--- config.mk ---
export PLATFORM = sky130hd
export DESIGN_NAME = pcfg_mode_clk_sel
export DESIGN_NICKNAME = d
export VERILOG_FILES = /design/src/rtl/pcfg_pkg.sv /design/src/rtl/pcfg_slot.sv /design/src/rtl/pcfg_status.sv /design/src/rtl/pcfg_mode_clk_sel.sv
export SDC_FILE = /design/constraint.sdc
export NUM_CORES = 1
export LEC_CHECK = 0
export ABC_AREA = 1
export BUFFER_PORTS_ARGS = -buffer_cell sky130_fd_sc_hd__buf_2
export CORE_ASPECT_RATIO = 1.4
export CORE_MARGIN = 1.5
export CORE_UTILIZATION = 45
export CTS_CLUSTER_DIAMETER = 60
export DETAILED_ROUTE_END_ITERATION = 10
export HOLD_SLACK_MARGIN = 0.08
export PLACE_DENSITY = 0.86
export SYNTH_ARGS = -nofsm -noshare
export SYNTH_HDL_FRONTEND = slang
export SYNTH_SLANG_ARGS = --single-unit
--- constraint.sdc ---
create_clock -name clk -period 2.3 [get_ports clk]
set_clock_uncertainty 0.2 [all_clocks]
set_input_delay 0.115 -clock clk [delete_from_list [all_inputs] [get_ports clk]]
set_output_delay 0.115 -clock clk [all_outputs]
set_load 0.02 [all_outputs]
--- src/rtl/pcfg_pkg.sv ---
package pcfg_pkg;
   parameter int unsigned DATA_W   = 32;
   parameter int unsigned DIV_W    = 4;
   parameter int unsigned SRC_W    = 4;
   parameter int unsigned SLOW_LSB = 0;
   parameter int unsigned CORE_LSB = 16;
   parameter int unsigned SRC_LSB  = 24;
   parameter int unsigned NUM_MODES = 3;
   localparam int unsigned NUM_SRC = 1 << SRC_W;

   localparam int unsigned SLOT_RUN = 0;
   localparam int unsigned SLOT_VLP = 1;
   localparam int unsigned SLOT_HS  = 2;

   localparam logic [SRC_W-1:0] SRC_XOSC = 4'd1;
   localparam logic [SRC_W-1:0] SRC_SIRC = 4'd2;
   localparam logic [SRC_W-1:0] SRC_FIRC = 4'd3;
   localparam logic [SRC_W-1:0] SRC_PLL  = 4'd6;

   typedef struct packed {
      logic [SRC_W-1:0] src;
      logic [DIV_W-1:0] core;
      logic [DIV_W-1:0] slow;
   } clk_cfg_t;

   function automatic logic src_legal(input logic low_power, input logic [SRC_W-1:0] s);
      if (low_power) return (s == SRC_XOSC) || (s == SRC_SIRC);
      return (s == SRC_XOSC) || (s == SRC_SIRC) || (s == SRC_FIRC) || (s == SRC_PLL);
   endfunction

   function automatic logic [DATA_W-1:0] pack_cfg(input clk_cfg_t c);
      logic [DATA_W-1:0] w;
      w = '0;
      w[SLOW_LSB +: DIV_W] = c.slow;
      w[CORE_LSB +: DIV_W] = c.core;
      w[SRC_LSB  +: SRC_W] = c.src;
      return w;
   endfunction

   function automatic clk_cfg_t unpack_cfg(input logic [DATA_W-1:0] w);
      clk_cfg_t c;
      c.slow = w[SLOW_LSB +: DIV_W];
      c.core = w[CORE_LSB +: DIV_W];
      c.src  = w[SRC_LSB  +: SRC_W];
      return c;
   endfunction

   function automatic logic [1:0] mode_to_slot(input logic [1:0] mode);
      case (mode)
         2'd1:    return 2'(SLOT_VLP);
         2'd2:    return 2'(SLOT_HS);
         default: return 2'(SLOT_RUN);
      endcase
   endfunction
endpackage

--- src/rtl/pcfg_slot.sv ---
module pcfg_slot
   import pcfg_pkg::*;
#(
   parameter bit               LOW_POWER = 1'b0,
   parameter logic [SRC_W-1:0] RESET_SRC = SRC_FIRC
) (
   input  logic              clk,
   input  logic              rst_n,
   input  logic              wr_hit,
   input  logic [DATA_W-1:0] wdata,
   output clk_cfg_t          cfg_q
);
   if (!src_legal(LOW_POWER, RESET_SRC)) begin : g_bad_reset_src
      $error("pcfg_slot: reset source code is not legal for this slot");
   end

   clk_cfg_t wr_cfg;
   logic     unused_wbits;
   assign wr_cfg       = unpack_cfg(wdata);
   assign unused_wbits = ^wdata;

   always_ff @(posedge clk or negedge rst_n) begin
      if (!rst_n) begin
         cfg_q.src  <= RESET_SRC;
         cfg_q.core <= '0;
         cfg_q.slow <= '0;
      end else if (wr_hit) begin
         cfg_q.slow <= wr_cfg.slow;
         cfg_q.core <= wr_cfg.core;
         if (src_legal(LOW_POWER, wr_cfg.src)) cfg_q.src <= wr_cfg.src;
      end
   end
endmodule

--- src/rtl/pcfg_status.sv ---
module pcfg_status
   import pcfg_pkg::*;
(
   input  logic               clk,
   input  logic               rst_n,
   input  logic [1:0]         power_mode,
   input  clk_cfg_t           cfgs [NUM_MODES],
   input  logic [NUM_SRC-1:0] src_valid,
   output clk_cfg_t           status_q
);
   logic [1:0] sel;
   clk_cfg_t   want;
   logic       want_ok;

   assign sel     = mode_to_slot(power_mode);
   assign want    = cfgs[sel];
   assign want_ok = src_valid[want.src];

   always_ff @(posedge clk or negedge rst_n) begin
      if (!rst_n) begin
         status_q.src  <= SRC_FIRC;
         status_q.core <= '0;
         status_q.slow <= '0;
      end else if (want_ok) begin
         status_q <= want;
      end
   end
endmodule

--- src/rtl/pcfg_mode_clk_sel.sv ---
module pcfg_mode_clk_sel
   import pcfg_pkg::*;
#(
   parameter int unsigned        ADDR_W   = 12,
   parameter logic [ADDR_W-1:0]  OFS_STAT = 12'h010,
   parameter logic [ADDR_W-1:0]  OFS_RUN  = 12'h014,
   parameter logic [ADDR_W-1:0]  OFS_VLP  = 12'h018,
   parameter logic [ADDR_W-1:0]  OFS_HS   = 12'h01C
) (
   input  logic               clk,
   input  logic               rst_n,
   input  logic               bus_wr,
   input  logic [ADDR_W-1:0]  bus_addr,
   input  logic [31:0]        bus_wdata,
   output logic [31:0]        bus_rdata,
   input  logic [1:0]         power_mode,
   input  logic [15:0]        src_valid,
   output logic [3:0]         act_src,
   output logic [3:0]         act_slow_div,
   output logic [3:0]         act_core_div
);
   localparam logic [ADDR_W-1:0] SLOT_OFS [NUM_MODES] = '{OFS_RUN, OFS_VLP, OFS_HS};

   if (DATA_W != 32 || NUM_SRC != 16 || SRC_W != 4 || DIV_W != 4) begin : g_bad_widths
      $error("pcfg_mode_clk_sel: package widths do not match the port widths");
   end
   if (SRC_LSB + SRC_W > DATA_W || CORE_LSB + DIV_W > SRC_LSB) begin : g_bad_fields
      $error("pcfg_mode_clk_sel: field layout overflows the data word");
   end
   if (OFS_STAT == OFS_RUN || OFS_STAT == OFS_VLP || OFS_STAT == OFS_HS ||
       OFS_RUN == OFS_VLP || OFS_RUN == OFS_HS || OFS_VLP == OFS_HS) begin : g_bad_ofs
      $error("pcfg_mode_clk_sel: register offsets must be distinct");
   end

   clk_cfg_t cfg_q [NUM_MODES];
   clk_cfg_t status_q;
   logic [SRC_W-1:0] vlp_src_w;

   for (genvar m = 0; m < NUM_MODES; m++) begin : g_slot
      localparam bit LP = (m == SLOT_VLP);
      pcfg_slot #(
         .LOW_POWER (LP),
         .RESET_SRC (LP ? SRC_SIRC : SRC_FIRC)
      ) i_slot (
         .clk    (clk),
         .rst_n  (rst_n),
         .wr_hit (bus_wr && (bus_addr == SLOT_OFS[m])),
         .wdata  (bus_wdata),
         .cfg_q  (cfg_q[m])
      );
   end

   pcfg_status i_status (
      .clk        (clk),
      .rst_n      (rst_n),
      .power_mode (power_mode),
      .cfgs       (cfg_q),
      .src_valid  (src_valid),
      .status_q   (status_q)
   );

   always_comb begin
      bus_rdata = '0;
      if (bus_addr == OFS_STAT) bus_rdata = pack_cfg(status_q);
      for (int m = 0; m < NUM_MODES; m++) begin
         if (bus_addr == SLOT_OFS[m]) bus_rdata = pack_cfg(cfg_q[m]);
      end
   end

   assign vlp_src_w    = cfg_q[SLOT_VLP].src;
   assign act_src      = status_q.src;
   assign act_slow_div = status_q.slow;
   assign act_core_div = status_q.core;
endmodule

### Word-level counts from Yosys, hierarchy flattened

Index checks and enable logic that the tools add are counted.
Widths: inputs -> output; s select.

| word-level totals | value |
|---|---|
| flip-flop bits (word level) | 48 |
| input port bits | 65 |
| output and inout port bits | 44 |
| logic and storage cells | 47 |

| operators by class | value |
|---|---|
| $lt $le $gt $ge | 2 |
| equal/unequal tests | 10 |
| mux-type cells | 13 |
| bitwise gates (word level) | 1 |
| reduce and logical (&&, ||, !) cells | 9 |

Operator list:

| cell | number |
|---|---|
| $mux 32 | 3 |
| $eq 12x5->1 const B | 4 |
| $mux 28 | 1 |
| $bmux 12 s2 | 1 |
| $mux 12 | 2 |
| $eq 4x2->1 const B | 2 |
| $reduce_and 2->1 | 3 |
| $lt 4x5->1 const B | 1 |
| $bmux 1 s4 | 1 |
| $eq 4x1->1 const B | 1 |
| $eq 4x3->1 const B | 1 |
| $mux 1 | 4 |
| $pmux 2 s2 | 1 |
| $ge 3x3->1 const B | 1 |
| $logic_and 1x1->1 | 3 |
| $logic_or 1x1->1 | 3 |
| $not 2->3 | 1 |
| $eq 2x1->1 const B | 1 |
| $eq 2x2->1 const B | 1 |

### Longest topological paths before layout

| depth | value |
|---|---|
| depth in word-level cells | 8 |
| depth in mapped cells | 13 |
| mapped depth without buffers | 12 |

### By module

Synthesis repeated with hierarchy kept, for this count alone.

| second synthesis, totals | value |
|---|---|
| cell total of the unflattened synthesis | 480 |
| area total of the unflattened synthesis | 3384.5 um^2 |

Modules (own cells, without submodules):

| module | instances | cells an instance | area each (um^2) | seq. area each (um^2) |
|---|---|---|---|---|
| pcfg_status | 1 | 154 | 1067.3 | 302.8 |
| pcfg_slot (g_slot[0].i_slot ...) | 2 | 59 | 506.7 | 302.8 |
| pcfg_mode_clk_sel | 1 | 151 | 813.3 | 0.0 |
| pcfg_slot (g_slot[1].i_slot) | 1 | 57 | 490.5 | 301.5 |

### Worst setup path after synthesis

Ideal clock, no wire load.

| timing path | value |
|---|---|
| kind | register -> register |
| start point | register g_slot[0].i_slot.cfg_q[8] (netlist name) |
| end point | register i_status.status_q[0] (netlist name) |
| setup time | 0.117 ns |
| arrival | 1.364 ns |
| data required time | 1.983 ns |
| slack | 0.619 ns |
| stages on the path, launching flop included | 11 |
| path buffers | 1 |
| clock period less this slack | 1.681 ns |
| path through | dfstp_2 > nand2_1 > nand3_4 > nand2_4 > nand2_1 > nand3_1 > nand3_1 > nand3_4 > buf_4 > nand3_1 > nand2_1 |

| on the way | value |
|---|---|
| cells in the longest elaborated chain, start to end | 5 |

RTL lines:

| item | RTL line | source |
|---|---|---|
| $bmux 12 s2 | pcfg_status.sv:16 | `assign want = cfgs[sel];` |
| $mux 12 (not written as such) (2 in series) | pcfg_status.sv:16 |  |
| $bmux 1 s4 | pcfg_status.sv:17 | `assign want_ok = src_valid[want.src];` |
| $mux 1 (not written as such) | pcfg_status.sv:17 |  |

No other way between the ends. The select of a mux whose other input is x is not followed.
A chain may end at the register's enable or synchronous reset.

### Worst setup path after layout

| timing path | value |
|---|---|
| start point | input port bus_wdata[24] |
| end point | register g_slot[1].i_slot.cfg_q[10] (netlist name) |

| on the way | value |
|---|---|
| cells in the longest elaborated chain, start to end | 7 |
| elaborated cells between the ends (all ways) | 10 |
| those cells by class | eq/ne (4); mux (2); reduce/logical (4) |

RTL lines:

| item | RTL line | source |
|---|---|---|
| start: declaration | pcfg_mode_clk_sel.sv:14 | `input logic [31:0] bus_wdata,` |
| $eq 4x1->1 or $eq 4x2->1 (tied branches) | pcfg_pkg.sv:27, pcfg_pkg.sv:28 |  |
| $logic_or 1x1->1 | pcfg_pkg.sv:27, pcfg_pkg.sv:28 |  |
| $logic_or 1x1->1 (2 in series) | pcfg_pkg.sv:28 | `return (s == SRC_XOSC) \|\| (s == SRC_SIRC) \|\| (s == SRC_FIRC) \|\| (s == SRC_PLL);` |
| $mux 1 * | pcfg_pkg.sv:28 |  |
| $mux 1 * | pcfg_slot.sv:27 | `end else if (wr_hit) begin` |
| $reduce_and 2->1 (no line) * | n/a |  |

Every way passes the cells marked *; elsewhere a longest branch is shown, timed or not. The select of a mux whose other input is x is not followed.

==> flow_summary.rst <==
.. list-table::
   :header-rows: 1

   * - Metric
     - Value
   * - Run status
     - completed
   * - Transition at the pin with the smallest max-transition slack
     - between 0.6 and 0.7 ns
   * - Warning count from the yosys run
     - 0
   * - Unrepaired setup endpoints after global routing
     - no
   * - Headroom to the max-slew limit
     - 0.559
   * - Critical path capture point type
     - flop
   * - Register area share after synthesis
     - 0.400
   * - Share of final-layout standard cells stronger than drive strength 1
     - 0.219
   * - Die width
     - between 70 and 80 um
   * - Final setup violation count
     - 0
   * - Count of H-tree levels built during CTS
     - 2
   * - Initial antenna violation count
     - 0
   * - CTS tree
     - built
   * - I/O Pins
     - about 110
   * - Count of fill cells added during filler insertion
     - ~590
   * - Post-synth top flop
     - dfrtp_1
   * - Number of global-route vias before repair
     - roughly 2,800
   * - Overall routing resource usage
     - 0.221
   * - Post-synth EDFFs
     - 0
   * - CP top delay family
     - buffers and inverters
   * - Maximum cell stage delay along the critical path
     - just under 0.6 ns
   * - Power per Cell Area
     - 559 nW/um^2
   * - Net count reported at finish
     - ~570
   * - CTS clock-pin slew for the worst setup and hold paths
     - ~0.080 ns
   * - Number of pins exceeding their max-slew limit in the final report
     - 0
   * - Ratio of final minimum period to clock period
     - 0.877
   * - Overflow left after global routing
     - 0
   * - Ordered list of cells on the worst path
     - dlygate4sd3_1 > buf_2 > inv_1 > a21oi_1 > o211ai_1 > dlygate4sd3_1 > nor2_1 > nor2_1
   * - Fmax
     - slightly below 500 MHz
   * - Path class of the lowest-slack min-delay path
     - in2reg
   * - Largest net degree at the start of global routing
     - 31
   * - Initial standard-cell utilization of the core
     - 0.464
   * - Cell Area, Synth
     - approximately 3000 um^2
   * - Number of buffers between clock root and the deepest sink
     - 2
   * - Number of library cell types mapped by synthesis
     - 31
   * - Leakage component of the power
     - 1.91 nW
   * - Critical path's slowest cell
     - dlygate4sd3_1
   * - Half-perimeter wire length after detailed placement
     - around 5.6 mm
   * - Maximum capacitance violations
     - 0
   * - Vias post-DR
     - 3,087
   * - Buffers & Inverters on Critical Path
     - 4
   * - Gate count after technology mapping
     - roughly 420
   * - Crit path required time
     - 2.29 ns
   * - Arr. time, crit path
     - 2.01 ns
   * - Number of flip-flops and latches in the synthesized netlist
     - 48
   * - CP Class
     - in2reg
   * - Die footprint
     - about 7200 um^2
   * - Input/output buffers
     - between 60 and 70
   * - Fraction of registers with async set or reset after synthesis
     - 1.00
   * - Initial DRC count
     - approximately 200
   * - Vertical die dimension
     - roughly 100 um
   * - Rows
     - 35
   * - Final worst hold slack
     - approximately 0.099 ns
   * - Average vias per placed instance
     - 5.35
   * - IR Drop Worst-Case VDD
     - approximately 0.33 mV
   * - Root Buffer
     - clkbuf_8
   * - Final Hold Viols
     - 0
   * - Global-route wire length before repair
     - ~13 mm
   * - Antenna Cells
     - 0
   * - Final min period
     - around 2.0 ns
   * - Post-route DRC violation count
     - 0
   * - Setup TNS after final layout
     - 0 ns
   * - Number of clock sinks
     - 48
   * - Area growth, synth to finish
     - 19.6%
   * - Routed wirelength normalized by instance count
     - 13.5 um
   * - First-pass detailed-route iteration total
     - 5
   * - Post-synthesis average cell area
     - between 7 and 8 um^2
   * - Final GP Congestion
     - approximately 0.92
   * - Largest fanout on the critical path
     - 6
   * - Total CTS buffers
     - 5
   * - Worst skew pair latency
     - roughly 0.30 ns
   * - Placeable core region
     - between 6000 and 7000 um^2
   * - Sum of routed wire length over all layers
     - 7.76 mm
   * - Number of nets with antenna violations after detailed routing
     - 0
   * - Category of the worst setup path launch point
     - primary input
==> metal layers <==
metal  vias up  global-route usage  routed length (um)
met4         0              0.0958                 276
met2       162               0.375                3840
li1       1484                   -                   -
met5         -                   0                   0
met1      1415               0.283                3120
met3        26              0.0271                 527
==> flip-flops by register name (all words and copies together), names as in the netlist <==
name,cells
i_status.status_q,12
g_slot.i_slot.cfg_q,36
==> through the flow <==
step / util / setup WS (ns) / cells / area [um^2] / total power [mW]
6_report: 0.555 / 0.284 / 577 / 3620 / 2.02
5_1_grt: 0.555 / 0.0787 / 577 / 3620 / 2.12
4_1_cts: 0.554 / 0.247 / 577 / 3620 / 2.02
3_5_place_dp: 0.511 / 0.147 / 554 / 3330 / 1.30
3_3_place_gp: 0.511 / 0.276 / 554 / 3330 / 1.29
2_1_floorplan: - / 0.619 / 442 / 3100 / 1.20
==> layout make-up <==
| cell class | count | area (um^2) | area share |
|---|---|---|---|
| clock buffer | 6 | 72.6 | 0.0200 |
| clock inverter | 2 | 60.1 | 0.0166 |
| inverter | 49 | 184 | 0.0508 |
| multi-input combinational | 311 | 1480 | 0.409 |
| sequential | 48 | 1210 | 0.334 |
| tap | 74 | 92.6 | 0.0256 |
| timing repair buffer | 87 | 520 | 0.144 |
==> synthesized netlist by cell type, types with 4 or more instances <==
master    count  area (um^2)
a21oi_1      27          135
a31oi_1       8         50.1
clkbuf_1      6         22.5
inv_2         5         18.8
nor2_1       38          143
nand2_2       4         25.0
nand3_1      36          180
dfrtp_1      41         1030
inv_1        43          161
dfstp_2       7          184
nand2_1     110          413
nand3b_1      5         37.5
buf_4        24          180
o21ai_0      38          190
==> path summary, 6_finish.rpt <==
| check | start | end | slack [ns] | cells past startpoint |
|---|---|---|---|---|
| setup / recovery | bus_wdata[24] | g_slot[1].i_slot.cfg_q[10] | 0.28 | 8 |
| hold / removal | bus_addr[0] | g_slot[1].i_slot.cfg_q[9] | 0.1 | 6 |
| setup reg to reg | g_slot[0].i_slot.cfg_q[9] | i_status.status_q[4] | 0.32 | 10 |
| hold reg to reg | g_slot[2].i_slot.cfg_q[9] | g_slot[2].i_slot.cfg_q[9] | 0.29 | 2 |
| max in group asynchronous | rst_n | g_slot[0].i_slot.cfg_q[1] | 1.13 | 3 |
| min in group asynchronous | rst_n | g_slot[2].i_slot.cfg_q[0] | 0.17 | 2 |
==> logic make-up after synthesis <==
logic type             after synthesis  share of synthesized area
AOI/OAI and AO/OA                   83                      0.148
buffers and inverters               83                      0.136
DFF                                 48                      0.400
other                                1                    0.00124
and+or+nand+nor                    208                      0.315
==> worst min-delay path, cell delays in order <==
cell	delay (ns)
buf_2	0.07
nor2_1	0.04
nand3_1	0.08
nor3_1	0.06
nand3b_1	0.13
o21ai_0	0.09
==> cell usage in the layout (no fill, tap or decap), drive strengths merged <==
cell / netlist / final
dfrtp: 41 / 41
buf: 28 / 72
dlygate4sd3: 0 / 15
clkbuf: 6 / 6
clkinv: 1 / 1
o211ai: 3 / 3
conb: 1 / 20
nor2: 40 / 40
o22ai: 3 / 3
a211oi: 1 / 1
dfstp: 7 / 7
nand2: 117 / 117
nor4: 1 / 1
a21oi: 27 / 27
bufinv: 0 / 2
nand4: 1 / 1
nor3: 2 / 2
nand3b: 5 / 5
nand3: 42 / 42
inv: 48 / 48
a31oi: 8 / 8
o21ai: 41 / 41
==> power by group <==
part,switching [mW],total (mW),internal [mW]
clock,0.284,0.719,0.435
combinational,0.254,0.388,0.134
sequential,0.0324,0.917,0.885
total,0.571,2.02,1.45
==> what timing repair did <==
item	in CTS	in global routing
endpoints found under the hold margin	62	0
resized for setup	0	2
setup endpoints to repair	0	1
buffers inserted	0	0
hold buffers	15	0
Note: power is estimated with default switching activity, not from simulation.
